$ cat src/rtl/pdm_demux_pkg.sv
package pdm_demux_pkg;

    // Architectural limits of the demultiplexer
    localparam int PDM_MAX_CH     = 4;
    localparam int PDM_LINES      = 2;
    localparam int ROUTE_CFG_W    = 32;
    localparam int EDGE_SEL_BASE  = 0;   // edge select of channel c at 2*c
    localparam int LINE_SEL_BASE  = 16;  // line select of channel c at 2*c+16

    // Which half of the bit period supplies a channel
    typedef enum logic {
        SLOT_RISE = 1'b0,
        SLOT_FALL = 1'b1
    } slot_edge_e;

    // Decoded routing of one logical channel
    typedef struct packed {
        logic       line_sel;
        slot_edge_e edge_sel;
    } ch_route_t;

    // Divider events, valid for the coming clock edge
    typedef struct packed {
        logic rise_evt;
        logic fall_evt;
    } bclk_evt_t;

    // One complete bit period of both lines, released on one strobe
    typedef struct packed {
        logic [PDM_LINES-1:0] rise_bits;
        logic [PDM_LINES-1:0] fall_bits;
        logic                 stb;
    } pdm_frame_t;

    // Extract the routing field of channel ch from the configuration word
    function automatic ch_route_t decode_route(input logic [ROUTE_CFG_W-1:0] cfg,
                                               input int ch);
        ch_route_t r;
        r.edge_sel = slot_edge_e'(cfg[EDGE_SEL_BASE + 2*ch]);
        r.line_sel = cfg[LINE_SEL_BASE + 2*ch];
        return r;
    endfunction

    // Choose the slot a route points at from a captured frame
    function automatic logic pick_slot(input pdm_frame_t f, input ch_route_t r);
        logic [PDM_LINES-1:0] half_bits;
        half_bits = (r.edge_sel == SLOT_FALL) ? f.fall_bits : f.rise_bits;
        return half_bits[r.line_sel];
    endfunction

endpackage

$ cat src/rtl/pdm_bclk_gen.sv
module pdm_bclk_gen
    import pdm_demux_pkg::*;
#(
    parameter int DIV_RATIO = 8   // even, at least 4
) (
    input  logic      clk,
    input  logic      clr,
    output logic      bclk,
    output bclk_evt_t evt
);

    localparam int CNT_W = $clog2(DIV_RATIO);
    localparam int HALF  = DIV_RATIO / 2;
    localparam logic [CNT_W-1:0] CNT_LAST  = CNT_W'(DIV_RATIO - 1);
    localparam logic [CNT_W-1:0] CNT_HALF  = CNT_W'(HALF);
    localparam logic [CNT_W-1:0] CNT_FALL  = CNT_W'(HALF - 1);

    logic [CNT_W-1:0] cnt_q;
    logic [CNT_W-1:0] cnt_nx;
    logic             bclk_q;

    // cnt 0..HALF-1 is the high phase, HALF..DIV_RATIO-1 the low phase
    always_comb begin
        evt.rise_evt = (cnt_q == CNT_LAST);
        evt.fall_evt = (cnt_q == CNT_FALL);
        cnt_nx       = evt.rise_evt ? '0 : cnt_q + 1'b1;
    end

    always_ff @(posedge clk) begin
        if (clr) begin
            cnt_q  <= CNT_HALF;   // restart at the low phase
            bclk_q <= 1'b0;
        end else begin
            cnt_q  <= cnt_nx;
            bclk_q <= (cnt_nx < CNT_HALF);
        end
    end

    assign bclk = bclk_q;

endmodule

$ cat src/rtl/pdm_slot_capture.sv
module pdm_slot_capture
    import pdm_demux_pkg::*;
(
    input  logic                 clk,
    input  logic                 clr,
    input  logic [PDM_LINES-1:0] pdm_din,
    input  bclk_evt_t            evt,
    output pdm_frame_t           frame
);

    logic [PDM_LINES-1:0] fall_hold_q;
    logic                 primed_q;
    pdm_frame_t           frame_q;

    // The falling-edge slot is parked until the rising edge closes the
    // period, so both halves leave on a single strobe.
    always_ff @(posedge clk) begin
        if (clr) begin
            fall_hold_q <= '0;
            primed_q    <= 1'b0;
            frame_q     <= '0;
        end else begin
            frame_q.stb <= 1'b0;
            if (evt.fall_evt) begin
                fall_hold_q <= pdm_din;
                primed_q    <= 1'b1;
            end
            if (evt.rise_evt) begin
                frame_q.rise_bits <= pdm_din;
                frame_q.fall_bits <= fall_hold_q;
                frame_q.stb       <= primed_q;
            end
        end
    end

    assign frame = frame_q;

endmodule

$ cat src/rtl/pdm_chan_route.sv
module pdm_chan_route
    import pdm_demux_pkg::*;
(
    input  logic       clk,
    input  logic       clr,
    input  ch_route_t  route,
    input  logic       enable,
    input  pdm_frame_t frame,
    output logic       bit_o,
    output logic       vld_o
);

    logic bit_q;
    logic vld_q;

    always_ff @(posedge clk) begin
        if (clr) begin
            bit_q <= 1'b0;
            vld_q <= 1'b0;
        end else begin
            vld_q <= frame.stb & enable;
            if (frame.stb) begin
                bit_q <= enable ? pick_slot(frame, route) : 1'b0;
            end
        end
    end

    assign bit_o = bit_q;
    assign vld_o = vld_q;

endmodule

$ cat src/rtl/pdm_mic_demux.sv
module pdm_mic_demux
    import pdm_demux_pkg::*;
#(
    parameter int N_CH      = 4,   // 1..PDM_MAX_CH
    parameter int DIV_RATIO = 8    // even, at least 4
) (
    input  logic                   clk,
    input  logic                   rst,
    input  logic                   soft_rst,
    input  logic [ROUTE_CFG_W-1:0] route_cfg,
    input  logic [N_CH-1:0]        ch_enable,
    input  logic [PDM_LINES-1:0]   pdm_din,
    output logic                   bclk_out,
    output logic [N_CH-1:0]        smp_bit,
    output logic [N_CH-1:0]        smp_valid
);

    logic       clr;
    bclk_evt_t  evt;
    pdm_frame_t frame;
    logic       unused_cfg;

    assign clr        = rst | soft_rst;
    assign unused_cfg = ^route_cfg;

    pdm_bclk_gen #(
        .DIV_RATIO (DIV_RATIO)
    ) i_bclk (
        .clk  (clk),
        .clr  (clr),
        .bclk (bclk_out),
        .evt  (evt)
    );

    pdm_slot_capture i_capture (
        .clk     (clk),
        .clr     (clr),
        .pdm_din (pdm_din),
        .evt     (evt),
        .frame   (frame)
    );

    for (genvar ch = 0; ch < N_CH; ch++) begin : g_ch
        ch_route_t route;
        assign route = decode_route(route_cfg, ch);

        pdm_chan_route i_route (
            .clk    (clk),
            .clr    (clr),
            .route  (route),
            .enable (ch_enable[ch]),
            .frame  (frame),
            .bit_o  (smp_bit[ch]),
            .vld_o  (smp_valid[ch])
        );
    end

endmodule

$ cat config.mk
export PLATFORM = sky130hd
export DESIGN_NAME = pdm_mic_demux
export DESIGN_NICKNAME = d
export VERILOG_FILES = /design/src/rtl/pdm_demux_pkg.sv /design/src/rtl/pdm_bclk_gen.sv /design/src/rtl/pdm_slot_capture.sv /design/src/rtl/pdm_chan_route.sv /design/src/rtl/pdm_mic_demux.sv
export SDC_FILE = /design/constraint.sdc
export NUM_CORES = 1
export LEC_CHECK = 0
export ABC_AREA = 1
export BUFFER_PORTS_ARGS = -buffer_cell sky130_fd_sc_hd__buf_2
export CAP_MARGIN = 20
export CORE_UTILIZATION = 38
export DETAILED_ROUTE_END_ITERATION = 10
export GPL_TIMING_DRIVEN = 0
export HOLD_SLACK_MARGIN = 0.12
export PLACE_DENSITY_LB_ADDON = 0.1
export SLEW_MARGIN = 20
export SYNTH_ARGS = -nofsm -noshare
export SYNTH_HDL_FRONTEND = slang
export SYNTH_SLANG_ARGS = --single-unit
$ cat constraint.sdc
create_clock -name clk -period 0.9 [get_ports clk]
set_input_delay 0.18 -clock clk [delete_from_list [all_inputs] [get_ports clk]]
set_output_delay 0.18 -clock clk [all_outputs]
set_load 0.005 [all_outputs]
==> metrics.txt, run 1 <==
run status complete, but fails checks; failing checks setup timing; share of the yosys chip area belonging to registers 0.4533; clock period minus final worst setup slack 0.9623 ns; total power density per cell area 1325 mW/mm^2; crit path max fanout 3; count of mapped cells out of synthesis 121; fraction of the cycle the final worst path needs 1.069; overall track demand over capacity in global routing 0.1570; nature of the critical path endpoint register; vias per inst 4.489; htree depth 1; number of synthesized register bits 20; number of antenna violations at the first check in global routing 0; hold_ws 0.1109 ns; synthesis warning total 0; Synth area leader dfxtp_1; highest attainable clock frequency 1039 MHz; final worst slack -0.06226 ns; count of different cell masters after synthesis 16; Buffers on Ports 25; worst min path class in -> reg; TritonCTS Sinks 20; Final #Nets 192; initial cell density of the core 0.4032; DRC 0; layout cell share with drive strength beyond 1 0.3716; share of power burned in combinational logic 0.074; CTS clock-pin slew for the worst setup and hold paths 0.11 ns; mean post-synth cell area 7.300 sq um; clock network latency to the later pin of the worst-skew pair 0.30 ns; final setup violation count 12; start-to-end type of the worst setup path reg -> reg; DIE HEIGHT 50.22 um; pre-CTS setup slack -0.06236 ns; total grt overflow 0; clock share of power 0.342; switching share of total power 0.2206; Synthesized Nets 164; clock tree from TritonCTS built; area enclosed by the die boundary 0.002522 sq mm; RSZ-0062 raised after global routing true; number of violations reported at the end of detailed-routing iteration 0 9; total power 1.532 mW; width of the chip 50.22 um; Detailed Routing Iterations Pass 1 4; antenna cell count 0; Least-Margin Pin Slew 0.1962 ns; wire length reported by the detailed router 1635 um; MaxCap Viol Count 0; via count of the first global-routing pass 752; Hold Violations, Final 0; Internal Dissipation 1.194 mW; number of buffers between clock root and the deepest sink 2; number of buffers added by the clock tree synthesis step 3; worst path arrival time 1.17 ns; routed vias 790; Reg power frac 0.585; clock root buffer master clkbuf_4; Relative slew margins 0.8691; placed wire-length estimate after detailed placement 1243 um; Placeable Area 0.002191 sq mm; Area Growth Syn to Fin 30.88%; # IOs 50; Placer Congestion 0.7106; Net Switching 337.8 uW; Netlist Area Pre-Place 883.3 sq um; leakage power summed over all cells 0.5438 nW; global-route wire length before repair 2939 um; num rows 17; post-DR wirelength/cell 9.290 um; flop-to-flop setup slack -0.06 ns; number of nets with antenna violations after detailed routing 0; setup tns final -0.3113 ns; leading post-synthesis cells by cell area dfxtp_1 (45%), nand2_1 (15%), nand3_1 (9.1%), buf_4 (6.8%), inv_1 (5.9%); pin count of the biggest net entering global routing 12; Fin Clk Skew 0.006060 ns; data required time of the worst path 1.11 ns; Yosys top cell area share 0.4533; # hold bufs at CTS 3; total count of max-transition violations in the final report 0; kind of start point of the critical path register; worst vdd rail ir drop 0.7813 mV
## layout by cell type, fill, tap and decap left out, types with 2 or more instances in the layout
cell / n
nand2_1: 36
buf_2: 17
nand3_1: 16
inv_1: 14
dfxtp_2: 11
buf_6: 9
dfxtp_1: 9
nor2_1: 6
nor2_2: 5
a21oi_1: 5
clkbuf_4: 3
dlygate4sd3_1: 3
buf_4: 3
inv_2: 2
o21ai_1: 2
## registers in the layout, indices dropped and copies added, names as in the netlist
signal	flops
i_capture.frame	5
g_ch.i_route.bit_o	4
g_ch.i_route.vld_o	4
i_bclk.cnt_q	3
i_capture.fall_hold_q	2
i_bclk.bclk	1
i_capture.primed_q	1
## through the flow
stage,instance area (sq um),util,std cells
2_1_floorplan,900.9,-,121
3_3_place_gp,1061,0.4843,174
3_5_place_dp,1061,0.4843,174
4_1_cts,1149,0.5243,176
5_1_grt,1156,0.5277,176
6_report,1156,0.5277,176
## power groups by stage
stage	sequential (mW)	clock (mW)	combinational, mW
4_1_cts	0.896	0.533	0.113
6_report	0.896	0.523	0.113
3_5_place_dp	0.916	0	0.101
5_1_grt	0.897	0.576	0.129
2_1_floorplan	0.916	0	0.0501
3_3_place_gp	0.916	0	0.0981
## what timing repair did
| action | 4_1_cts | 5_1_grt |
|---|---|---|
| resized for setup | 17 | 4 |
| endpoints found under the hold margin | 4 | 1 |
| pin swaps | 0 | 3 |
| endpoints found under the setup margin | 15 | 24 |
| buffers inserted | 3 | 0 |
## critical path: stages, from the launching register on
cell and delay, ns:
dfxtp_2 0.36, ha_2 0.18, or2_1 0.22, nand3_2 0.07, inv_1 0.04
## layout make-up
| cell class | instances | area [sq um] |
|---|---|---|
| fillers | 211 | 1035 |
| flip-flops and latches | 20 | 414.1 |
| multi-input cells | 76 | 371.6 |
| repair buffers | 31 | 227.7 |
| inverters | 16 | 60.06 |
| clock buffers | 4 | 36.28 |
| well taps | 28 | 35.03 |
| plain buffers | 1 | 11.26 |
## worst paths after layout
kind / from / end / cells after the start
max: i_bclk.cnt_q[0]$_SDFF_PP0_ / i_bclk.bclk$_SDFF_PP0_ / 4
min: ch_enable[1] / g_ch[1].i_route.vld_o$_SDFF_PP0_ / 3
max reg2reg: i_bclk.cnt_q[0]$_SDFF_PP0_ / i_bclk.bclk$_SDFF_PP0_ / 4
min reg2reg: i_capture.primed_q$_SDFFE_PP0N_ / i_capture.frame[0]$_SDFF_PP0_ / 2
## cells by family after synthesis
| family | after synthesis | share of synthesized area |
|---|---|---|
| flip-flops | 20 | 0.4533 |
| AO/OA/AOI/OAI | 7 | 0.03966 |
| buffers and inverters | 25 | 0.1487 |
| AND/OR/NAND/NOR | 67 | 0.3300 |
| adder cells (fa/ha/maj) | 2 | 0.02832 |
## per-layer routing
layer,routed length (um),vias to the layer above,GRT usage
li1,-,421,-
met1,712,348,0.1645
met2,803,16,0.2800
met4,40,0,0.08571
met3,80,5,0.04242
met5,0,-,0
## synthesized netlist by cell type, drive strengths merged
cell type  number
nand3          17
a21oi           5
nand2          37
nor2           11
or2             1
buf             9
dfxtp          20
inv            16
o21ai           2
nor3            1
ha              2
No activity file was read; power rests on OpenSTA's default activity.
==> run 2, diff against run 1 <==
PLACE_DENSITY = 0.73   (was unset)
PLACE_DENSITY_LB_ADDON = unset   (was 0.1)
==> run 2 against run 1 <==
  * The run still ends with setup timing left
  * Worst setup slack gained 0.019 ns
  * Highest routed layer is now met3
  * Maximum frequency rose by 2.0%
  * Sequential power is essentially flat
  * Combinational power rose by 9%
==> metrics.txt, run 2 (same netlist as run 1, synthesis figures left out) <==
run status complete, but fails checks (unchanged); failing checks setup timing (unchanged); commonest non-fill, non-tap cells in the layout nand2_1 (33), buf_2 (17), nand3_1 (16) (was nand2_1 (36), buf_2 (17), nand3_1 (16)); vias per inst 4.611 (was 4.489); clock tree from TritonCTS built (unchanged); DRC 0 (unchanged); worst min path class in -> reg (unchanged); worst path arrival time 1.15 ns (was 1.17 ns); worst vdd rail ir drop 1.251 mV (was 0.7813 mV); Area Growth Syn to Fin 36.26% (was 30.88%); Placeable Area 0.002191 sq mm (unchanged); number of buffers added by the clock tree synthesis step 3 (unchanged); dominant delay contributor by cell family on the critical path flip-flops (unchanged); number of antenna violations at the first check in global routing 0 (unchanged); clock period minus final worst setup slack 0.9433 ns (was 0.9623 ns); buffers and inverters on the worst path 1 (unchanged); Fin Clk Skew 0.01150 ns (was 0.006060 ns); num rows 17 (unchanged); pin count of the biggest net entering global routing 13 (was 12); number of buffers between clock root and the deepest sink 2 (unchanged); Detailed Routing Iterations Pass 1 4 (unchanged); kind of start point of the critical path register (unchanged); nature of the critical path endpoint register (unchanged); most common cell after layout, fill and taps aside nand2_1 (unchanged); max FFs per register 5 (unchanged); layout cell share with drive strength beyond 1 0.4218 (was 0.3716); leakage power summed over all cells 0.5625 nW (was 0.5438 nW); placed wire-length estimate after detailed placement 1324 um (was 1243 um); total power density per cell area 1454 mW/mm^2 (was 1325 mW/mm^2); clock network latency to the later pin of the worst-skew pair 0.31 ns (was 0.30 ns); total count of max-transition violations in the final report 0 (unchanged); TritonCTS Sinks 20 (unchanged); worst reg-to-reg path cell count 4 (unchanged); Buffers on Ports 25 (unchanged); final setup violation count 12 (unchanged); DIE HEIGHT 50.22 um (unchanged); clock root buffer master clkbuf_4 (unchanged); highest attainable clock frequency 1060 MHz (was 1039 MHz); initial cell density of the core 0.4032 (unchanged); final std cell area, no fill 0.001204 sq mm (was 0.001156 sq mm); CP peak stage delay 0.36 ns (about the same); overall track demand over capacity in global routing 0.1627 (was 0.1570); via count of the first global-routing pass 827 (was 752); start-to-end type of the worst setup path reg -> reg (unchanged); # IOs 50 (unchanged); data required time of the worst path 1.11 ns (about the same); global-route wire length before repair 3160 um (was 2939 um); total grt overflow 0 (unchanged); total power 1.750 mW (was 1.532 mW); Hold Violations, Final 0 (unchanged); area enclosed by the die boundary 0.002522 sq mm (unchanged); number of cells traversed by the worst hold path 3 (unchanged); pre-CTS setup slack -0.05190 ns (was -0.06236 ns); antenna cell count 0 (unchanged); crit path max fanout 3 (unchanged); CTS clock-pin slew for the worst setup and hold paths 0.10 ns (was 0.11 ns); chain of cells forming the critical path ha_2, or2_1, nand3_2, inv_1 (unchanged); width of the chip 50.22 um (unchanged); fraction of the cycle the final worst path needs 1.048 (was 1.069); standard cell area after detailed placement 0.001061 sq mm (unchanged); CP Depth 4 (unchanged); Least-Margin Pin Slew 0.2054 ns (was 0.1962 ns); final worst slack -0.04332 ns (was -0.06226 ns); Final #Nets 191 (was 192); RSZ-0062 raised after global routing true (unchanged); Relative slew margins 0.8629 (was 0.8691); MaxCap Viol Count 0 (unchanged); routed vias 807 (was 790); number of violations reported at the end of detailed-routing iteration 0 15 (was 9); htree depth 1 (unchanged); post-DR wirelength/cell 10.07 um (was 9.290 um); wire length reported by the detailed router 1762 um (was 1635 um); Placer Congestion 0.7948 (was 0.7106); number of nets with antenna violations after detailed routing 0 (unchanged); crit path max-delay cell type dfxtp_2 (unchanged)
run 2: cell types whose count changed in the layout (fill, tap and decap cells not counted), sizes merged:
cell	change
bufinv	+1
dlygate4sd3	+1
buf	-2
clkbuf	-1
run 2: cell type report:
class / instances / area [sq um]
inverters: 16 / 60.06
fillers: 200 / 987.2
repair buffers: 30 / 222.7
flip-flops and latches: 20 / 414.1
clock buffers: 3 / 22.52
multi-input cells: 76 / 407.9
well taps: 28 / 35.03
plain buffers: 1 / 11.26
clock inverters: 1 / 30.03
run 2: what timing repair did:
| item | CTS | global route |
|---|---|---|
| gates resized for setup | 19 | 13 |
| pin swaps | 0 | 8 |
| hold buffers | 4 | 0 |
| endpoints found under the hold margin | 4 | 0 |
| setup endpoints to repair | 14 | 24 |
| setup buffers | 0 | 1 |
run 2: through the flow:
| step | instances | hold slack (ns) | util | setup TNS (ns) |
|---|---|---|---|---|
| after floorplan | 121 | 0.3193 | - | 0 |
| after global placement | 174 | 0.4299 | 0.4843 | -0.06553 |
| after detailed placement | 174 | 0.4320 | 0.4843 | -0.1294 |
| after CTS | 174 | 0.1332 | 0.5277 | -0.3757 |
| after global routing | 175 | 0.1342 | 0.5494 | -0.8805 |
| final | 175 | 0.1427 | 0.5494 | -0.3011 |
run 2: report_power, final:
part	internal [mW]	switching (mW)	leakage (nW)	total, mW
combinational	0.0604	0.0622	0.369	0.123
sequential	0.890	0.00564	0.166	0.896
clock	0.450	0.281	0.0279	0.732
total	1.40	0.349	0.562	1.75
run 2: path summary, 6_finish.rpt:
| check | slack, ns | endpoint | start |
|---|---|---|---|
| max | -0.04 | i_bclk.bclk$_SDFF_PP0_ | i_bclk.cnt_q[0]$_SDFF_PP0_ |
| min reg2reg | 0.43 | i_capture.frame[0]$_SDFF_PP0_ | i_capture.primed_q$_SDFFE_PP0N_ |
| max reg2reg | -0.04 | i_bclk.bclk$_SDFF_PP0_ | i_bclk.cnt_q[0]$_SDFF_PP0_ |
| min | 0.14 | i_capture.fall_hold_q[1]$_SDFFE_PP0N_ | pdm_din[1] |
run 2: metal layers:
metal  wire [um]  share of wire  global-route usage
met1         718           0.41              0.1757
met2         940           0.53              0.2933
met3         103          0.058             0.05455
met4           0              0             0.05238
met5           0              0                   0
run 2: tightest hold or removal path, cell delays in order:
cell	delay [ns]
buf_2	0.09
o21ai_1	0.06
nor2_1	0.07
